### config.mk
export PLATFORM = sky130hd
export DESIGN_NAME = booth_mul_iter
export DESIGN_NICKNAME = d
export VERILOG_FILES = /design/src/rtl/booth_mul_pkg.sv /design/src/rtl/booth_recode.sv /design/src/rtl/booth_pp_step.sv /design/src/rtl/booth_seq_ctrl.sv /design/src/rtl/booth_mul_iter.sv
export SDC_FILE = /design/constraint.sdc
export NUM_CORES = 1
export LEC_CHECK = 0
export BUFFER_PORTS_ARGS = -buffer_cell sky130_fd_sc_hd__buf_2
export CORE_UTILIZATION = 44
export DETAILED_ROUTE_END_ITERATION = 6
export PLACE_DENSITY = 0.64
export SETUP_SLACK_MARGIN = 0.02
export SLEW_MARGIN = 20
export SYNTH_ARGS = -nofsm -noshare
export SYNTH_HDL_FRONTEND = slang
export SYNTH_HIERARCHICAL = 1
export SYNTH_SLANG_ARGS = --single-unit
### constraint.sdc
create_clock -name clk -period 4.6 [get_ports clk]
set_input_delay 0.69 -clock clk [delete_from_list [all_inputs] [get_ports clk]]
set_output_delay 0.69 -clock clk [all_outputs]
set_load 0.02 [all_outputs]
### src/rtl/booth_mul_pkg.sv
package booth_mul_pkg;
   // one recoded radix-4 digit: magnitude select plus sign
   typedef struct packed {
      logic neg;   // subtract the selected multiple
      logic one;   // magnitude 1
      logic two;   // magnitude 2
   } bdigit_t;
endpackage

### src/rtl/booth_recode.sv
module booth_recode
   import booth_mul_pkg::*;
(
   input  logic [2:0] win_i,   // {upper, middle, lower} bit of the slice
   output bdigit_t    dig_o
);
   always_comb begin
      dig_o = '0;
      unique case (win_i)
         3'b001, 3'b010: dig_o = '{neg: 1'b0, one: 1'b1, two: 1'b0};
         3'b011:         dig_o = '{neg: 1'b0, one: 1'b0, two: 1'b1};
         3'b100:         dig_o = '{neg: 1'b1, one: 1'b0, two: 1'b1};
         3'b101, 3'b110: dig_o = '{neg: 1'b1, one: 1'b1, two: 1'b0};
         default:        dig_o = '0;
      endcase
   end

   // a digit never selects both magnitudes at once
   always_comb a_r1_mag_onehot: assert ($onehot0({dig_o.one, dig_o.two}));
endmodule

### src/rtl/booth_pp_step.sv
module booth_pp_step
   import booth_mul_pkg::*;
#(
   parameter int WIDTH = 32
) (
   input  logic [WIDTH-1:0] acc_i,
   input  logic [WIDTH-1:0] mcand_i,
   input  bdigit_t          dig_i,
   output logic [WIDTH-1:0] acc_o
);
   logic [WIDTH-1:0] mult;
   logic [WIDTH-1:0] term;

   always_comb begin
      if (dig_i.two)      mult = mcand_i << 1;
      else if (dig_i.one) mult = mcand_i;
      else                mult = '0;
      // negative multiples: invert, and the +1 enters as carry-in
      term  = dig_i.neg ? ~mult : mult;
      acc_o = acc_i + term + WIDTH'(dig_i.neg);
   end
endmodule

### src/rtl/booth_seq_ctrl.sv
module booth_seq_ctrl #(
   parameter int STEPS = 16
) (
   input  logic clk,
   input  logic rst_n,
   input  logic start_i,
   output logic load_o,
   output logic busy_o,
   output logic done_o
);
   localparam int CW = (STEPS > 1) ? $clog2(STEPS) : 1;
   localparam logic [CW-1:0] LAST = CW'(STEPS - 1);

   logic [CW-1:0] cnt_q;
   logic          busy_q, done_q;

   assign load_o = start_i & ~busy_q;
   assign busy_o = busy_q;
   assign done_o = done_q;

   always_ff @(posedge clk or negedge rst_n) begin
      if (!rst_n) begin
         cnt_q  <= '0;
         busy_q <= 1'b0;
         done_q <= 1'b0;
      end else begin
         done_q <= busy_q && (cnt_q == LAST);
         if (load_o) begin
            busy_q <= 1'b1;
            cnt_q  <= '0;
         end else if (busy_q) begin
            if (cnt_q == LAST) busy_q <= 1'b0;
            else               cnt_q  <= cnt_q + 1'b1;
         end
      end
   end

   // completion is a single-cycle pulse
   a_r5_done_pulse: assert property (@(posedge clk) disable iff (!rst_n)
      done_q |=> !done_q);
   // completion follows an iterating cycle and does not overlap it
   a_r5_done_after_busy: assert property (@(posedge clk) disable iff (!rst_n)
      done_q |-> (!busy_q && $past(busy_q)));
   // busy only begins from an accepted request
   a_r2_busy_from_start: assert property (@(posedge clk) disable iff (!rst_n)
      $rose(busy_q) |-> $past(start_i));
   // iteration counter stays inside the step range
   a_r2_cnt_range: assert property (@(posedge clk) disable iff (!rst_n)
      int'(cnt_q) < STEPS);
endmodule

### src/rtl/booth_mul_iter.sv
module booth_mul_iter
   import booth_mul_pkg::*;
#(
   parameter int WIDTH  = 32,
   parameter bit ACC_EN = 1'b1
) (
   input  logic             clk,
   input  logic             rst_n,
   input  logic             start_i,
   input  logic [WIDTH-1:0] mcand_i,
   input  logic [WIDTH-1:0] mplier_i,
   input  logic             acc_en_i,
   input  logic [WIDTH-1:0] addend_i,
   output logic             busy_o,
   output logic             done_o,
   output logic [WIDTH-1:0] result_o
);
   localparam int STEPS = WIDTH / 2;

   generate
      if (WIDTH < 4 || (WIDTH % 2) != 0) begin : g_bad_width
         $error("booth_mul_iter: WIDTH must be even and at least 4");
      end
   endgenerate

   logic             load;
   logic [WIDTH-1:0] acc_q, mcand_q, mplr_q;
   logic             prev_q;
   logic [WIDTH-1:0] acc_nxt, acc_init;
   bdigit_t          dig;

   generate
      if (ACC_EN) begin : g_acc
         assign acc_init = acc_en_i ? addend_i : '0;
      end else begin : g_noacc
         assign acc_init = '0;
      end
   endgenerate

   booth_seq_ctrl #(.STEPS(STEPS)) ctrl_i (
      .clk     (clk),
      .rst_n   (rst_n),
      .start_i (start_i),
      .load_o  (load),
      .busy_o  (busy_o),
      .done_o  (done_o)
   );

   booth_recode recode_i (
      .win_i (({mplr_q[1:0], prev_q})),
      .dig_o (dig)
   );

   booth_pp_step #(.WIDTH(WIDTH)) step_i (
      .acc_i   (acc_q),
      .mcand_i (mcand_q),
      .dig_i   (dig),
      .acc_o   (acc_nxt)
   );

   always_ff @(posedge clk or negedge rst_n) begin
      if (!rst_n) begin
         acc_q   <= '0;
         mcand_q <= '0;
         mplr_q  <= '0;
         prev_q  <= 1'b0;
      end else if (load) begin
         acc_q   <= acc_init;
         mcand_q <= mcand_i;
         mplr_q  <= mplier_i;
         prev_q  <= 1'b0;        // implicit zero below the lowest bit
      end else if (busy_o) begin
         acc_q   <= acc_nxt;
         mcand_q <= mcand_q << 2;  // next digit weighs four times more
         mplr_q  <= mplr_q >> 2;
         prev_q  <= mplr_q[1];
      end
   end

   assign result_o = acc_q;

   // result is frozen while idle with no accepted start
   a_r7_hold_idle: assert property (@(posedge clk) disable iff (!rst_n)
      (!busy_o && !start_i) |=> $stable(result_o));
   // a request during iteration does not restart the sequence
   a_r6_no_restart: assert property (@(posedge clk) disable iff (!rst_n)
      (busy_o && start_i) |=> (busy_o || done_o));
endmodule

==> metrics.txt <==
# TYPE chip_impl_metric gauge
chip_impl_metric{name="post_synth_cell_types",unit=""} 64
chip_impl_metric{name="cts.repair_timing.setup_buffer_count",unit=""} 0
chip_impl_metric{name="drcViolationCount",unit=""} 0
chip_impl_metric{name="globalRouteOverflowTotal",unit=""} 0
chip_impl_info{name="synth_top_family_by_area",value="compound AO/OA/AOI/OAI gates"} 1
chip_impl_metric{name="synth_compound_gate_area_share",unit="%"} 21.7
chip_impl_metric{name="die_width",unit="um"} 129
chip_impl_metric{name="first_pass_iters",unit=""} 5
chip_impl_metric{name="grt_first_pass_wirelength",unit="um"} 27400
chip_impl_metric{name="avgRoutedWirePerCell",unit="um"} 15.5
chip_impl_metric{name="synth_nets",unit=""} 881
chip_impl_metric{name="synth_enable_flop_cells",unit=""} 0
chip_impl_metric{name="setup_viol_count_final",unit=""} 0
chip_impl_metric{name="timing.critical_path.required",unit="ns"} 4.88
chip_impl_metric{name="drive_gt1_share",unit="%"} 20.4
chip_impl_metric{name="final_core_utilization",unit="%"} 51.8
chip_impl_metric{name="grt_antenna_before_repair",unit=""} 3
chip_impl_metric{name="place_congestion",unit=""} 0.893
chip_impl_metric{name="finish.cell_count_without_fillers",unit=""} 1072
chip_impl_metric{name="dp_hpwl",unit="um"} 12300
chip_impl_metric{name="die-area",unit="mm^2"} 0.0167
chip_impl_metric{name="synth.ff_latch_count",unit=""} 103
chip_impl_metric{name="synth_fa_ha_area_share",unit="%"} 6.25
chip_impl_metric{name="synth_async_sr_flop_share",unit="%"} 100
chip_impl_metric{name="synth-simple-area-share",unit="%"} 10.5
chip_impl_metric{name="max_freq",unit="MHz"} 256
chip_impl_metric{name="synth_xor_xnor_area_share",unit="%"} 7.62
chip_impl_metric{name="synth_seq_area_share",unit="%"} 36.2
chip_impl_metric{name="design.core.area",unit="mm^2"} 0.0158
chip_impl_metric{name="postRouteAntennaNets",unit=""} 0
chip_impl_info{name="synth_flop_cell",value="dfrtp_1"} 1
chip_impl_metric{name="synth.yosys.warnings",unit=""} 6
chip_impl_info{name="setup_crit_path_kind",value="flip-flop to flip-flop"} 1
chip_impl_metric{name="synthMuxAreaShare",unit="%"} 13.4
chip_impl_metric{name="rrSetupSlack",unit="ns"} 0.70
chip_impl_metric{name="num-nets-final",unit=""} 985
chip_impl_metric{name="initial_core_util",unit="%"} 45.0
chip_impl_info{name="regToRegEndpoint",value="result_o[24]"} 1
chip_impl_metric{name="dp.cells",unit=""} 1055
chip_impl_metric{name="via_count",unit=""} 5748
chip_impl_metric{name="critPathArrivalTime",unit="ns"} 4.18
chip_impl_metric{name="buffer_ports.inserted",unit=""} 133
chip_impl_metric{name="grt.total_usage",unit="%"} 20.8
chip_impl_metric{name="timing.critical_path.fanout_max",unit=""} 30
chip_impl_info{name="r2r_start",value="prev_q"} 1
chip_impl_metric{name="grt_pass1_vias",unit=""} 5543
chip_impl_metric{name="worst_setup_hold_path_clk_slew",unit="ns"} 0.07
chip_impl_metric{name="slew_headroom",unit="%"} 27.4
chip_impl_info{name="clockRootBuffer",value="clkbuf_16"} 1
chip_impl_metric{name="row_count",unit=""} 46
chip_impl_info{name="worstSetupStartpointType",value="flip-flop"} 1
chip_impl_metric{name="wirelength",unit="um"} 16600
chip_impl_info{name="timing.critical_path.to_type",value="flip-flop"} 1
chip_impl_metric{name="finalMaxSlewViolations",unit=""} 0
chip_impl_metric{name="flow.area_growth_from_synthesis",unit="%"} 15.0
chip_impl_metric{name="die_y",unit="um"} 129
chip_impl_metric{name="worst_hold_slack",unit="ns"} 0.462
chip_impl_metric{name="cts_buffers",unit=""} 9
chip_impl_metric{name="maxCapViolCount",unit=""} 0
chip_impl_metric{name="maximum_number_of_pins_on_one_net_before_global_route_repair",unit=""} 77
chip_impl_metric{name="worst_skew_pair.late_latency",unit="ns"} 0.35
chip_impl_metric{name="worstMarginPinSlew",unit="ns"} 1.09
chip_impl_metric{name="timing.final.hold_violations",unit=""} 0
chip_impl_metric{name="finClkSkew",unit="ns"} 0.0125
chip_impl_metric{name="clk_path_buf_depth",unit=""} 2
chip_impl_info{name="tritoncts",value="built"} 1
chip_impl_metric{name="clkSinkCount",unit=""} 103
chip_impl_metric{name="netlist_instances",unit=""} 746
chip_impl_metric{name="timing.setup.tns",unit="ns"} 0
chip_impl_metric{name="post-route-min-period",unit="ns"} 3.90
chip_impl_metric{name="route.detailed.vias_per_inst",unit=""} 5.36
chip_impl_info{name="setup_repair_after_global_routing_missed_its_margin",value="no"} 1
chip_impl_info{name="status",value="complete, no violations"} 1
chip_impl_metric{name="cts.htree.levels",unit=""} 3
chip_impl_metric{name="rr_worst_depth",unit=""} 15
chip_impl_metric{name="mappedNetlistArea",unit="mm^2"} 0.00713
chip_impl_metric{name="post-route-period-util",unit="%"} 84.8
chip_impl_metric{name="drt_iter0_markers",unit=""} 297
chip_impl_info{name="hold_path_class",value="primary input to async pin"} 1
chip_impl_metric{name="ioPinCount",unit=""} 134
chip_impl_metric{name="synth.avg_cell_area",unit="um^2"} 9.55
[layer usage]
| layer | global-route usage (%) | wire, um |
|---|---|---|
| met1 | 27.8 | 7950 |
| met2 | 34.5 | 7690 |
| met3 | 3.72 | 770 |
| met4 | 6.30 | 197 |
| met5 | 0 | 12 |
[cells in the mapped netlist (2+ instances only)]
cell       number  area, um^2
a21boi_1        5        37.5
a21o_1          9        67.6
a21oi_1        36         180
a21oi_2         3        26.3
a221oi_1        2        17.5
a22o_1          2        17.5
a22oi_1        30         225
a31oi_1         3        18.8
and2_1          3        18.8
and4_2          2        20.0
buf_1           2        7.51
buf_2          17        85.1
buf_4           8        60.1
buf_6           2        22.5
buf_8           2        30.0
clkbuf_1       15        56.3
dfrtp_1       103        2580
ha_1           34         425
inv_1          12        45.0
mux2i_1        94         941
nand2_1        92         345
nand2b_1        9        56.3
nand3_1         4        20.0
nand4_1         5        31.3
nor2_1         24        90.1
nor2b_1         5        31.3
nor3_1          3        15.0
o21a_1          7        52.6
o21ai_0        76         380
o21ai_1         6        30.0
o21bai_1        2        15.0
o22ai_1         2        12.5
o2bb2ai_1      33         289
o31a_1          2        17.5
o31ai_1         2        15.0
or3_1           2        12.5
xnor2_1        51         447
xor2_1         11        96.3
[layout by cell type (no fill, tap or decap), types with 24 or more instances in the layout]
cell type,count
buf_2,132
o2bb2ai_1,33
o21ai_0,75
xnor2_1,51
a21oi_1,36
a22oi_1,30
nand2_1,92
dfrtp_1,102
mux2i_1,94
ha_1,34
nor2_1,24
[area by class of cell]
cell class / instances / area [um^2]
Fill cell: 1464 / 7630
Multi-Input combinational cell: 584 / 4250
Sequential cell: 103 / 2580
Timing Repair Buffer: 140 / 721
Tap cell: 216 / 270
Clock buffer: 9 / 225
Clock inverter: 6 / 97.6
Inverter: 12 / 47.5
Antenna cell: 2 / 5.00
[critical path: stages (launching register included)]
cell and delay (ns):
dfrtp_1 0.41, xor2_1 0.27, nor2b_4 0.59, a22oi_1 0.16
xnor2_1 0.23, inv_1 0.09, fa_1 0.44, nor2b_1 0.17
o2111ai_1 0.16, a21oi_2 0.24, o41ai_2 0.13, o31a_1 0.31
o31ai_2 0.21, xor2_1 0.17, mux2i_1 0.09, o2bb2ai_1 0.17
[what timing repair did]
item / CTS / global route
gates resized for setup: 0 / 1
endpoints found under the setup margin: 0 / 5
endpoints found under the hold margin: 0 / 0
hold buffers: 0 / 0
[cell families after synthesis]
| family | after synthesis |
|---|---|
| multiplexers | 95 |
| AO/OA/AOI/OAI | 232 |
| XOR/XNOR | 62 |
| flip-flops | 103 |
| AND/OR/NAND/NOR | 160 |
| adder cells (fa/ha/maj) | 35 |
| buffers and inverters | 59 |
[through the flow]
stage | setup slack (ns) | instance area [um^2]
after floorplan | 1.01 | 7130
after global placement | 0.469 | 7860
after detailed placement | 0.375 | 7860
after CTS | 0.351 | 8190
after global routing | 0.267 | 8190
final | 0.700 | 8200
[state kept, by name, indices dropped and copies added, names as in the netlist]
register	count
prev_q	1
ctrl_i/busy_o	1
result_o	32
ctrl_i/done_o	1
mplr_q	32
ctrl_i/cnt_q	4
mcand_q	32
[worst max-delay path by stage]
stage / to / depth (start not counted) / startpoint
finish: result_o[24] / 15 / prev_q
global route: result_o[24] / 15 / prev_q
CTS: result_o[24] / 15 / prev_q
detailed placement: result_o[24] / 15 / prev_q
global placement: result_o[24] / 15 / prev_q
floorplan: result_o[29] / 18 / mplr_q[1]
Power is not shown: default switching activity piles up to over one toggle a cycle in this logic, so the estimate is an artifact.
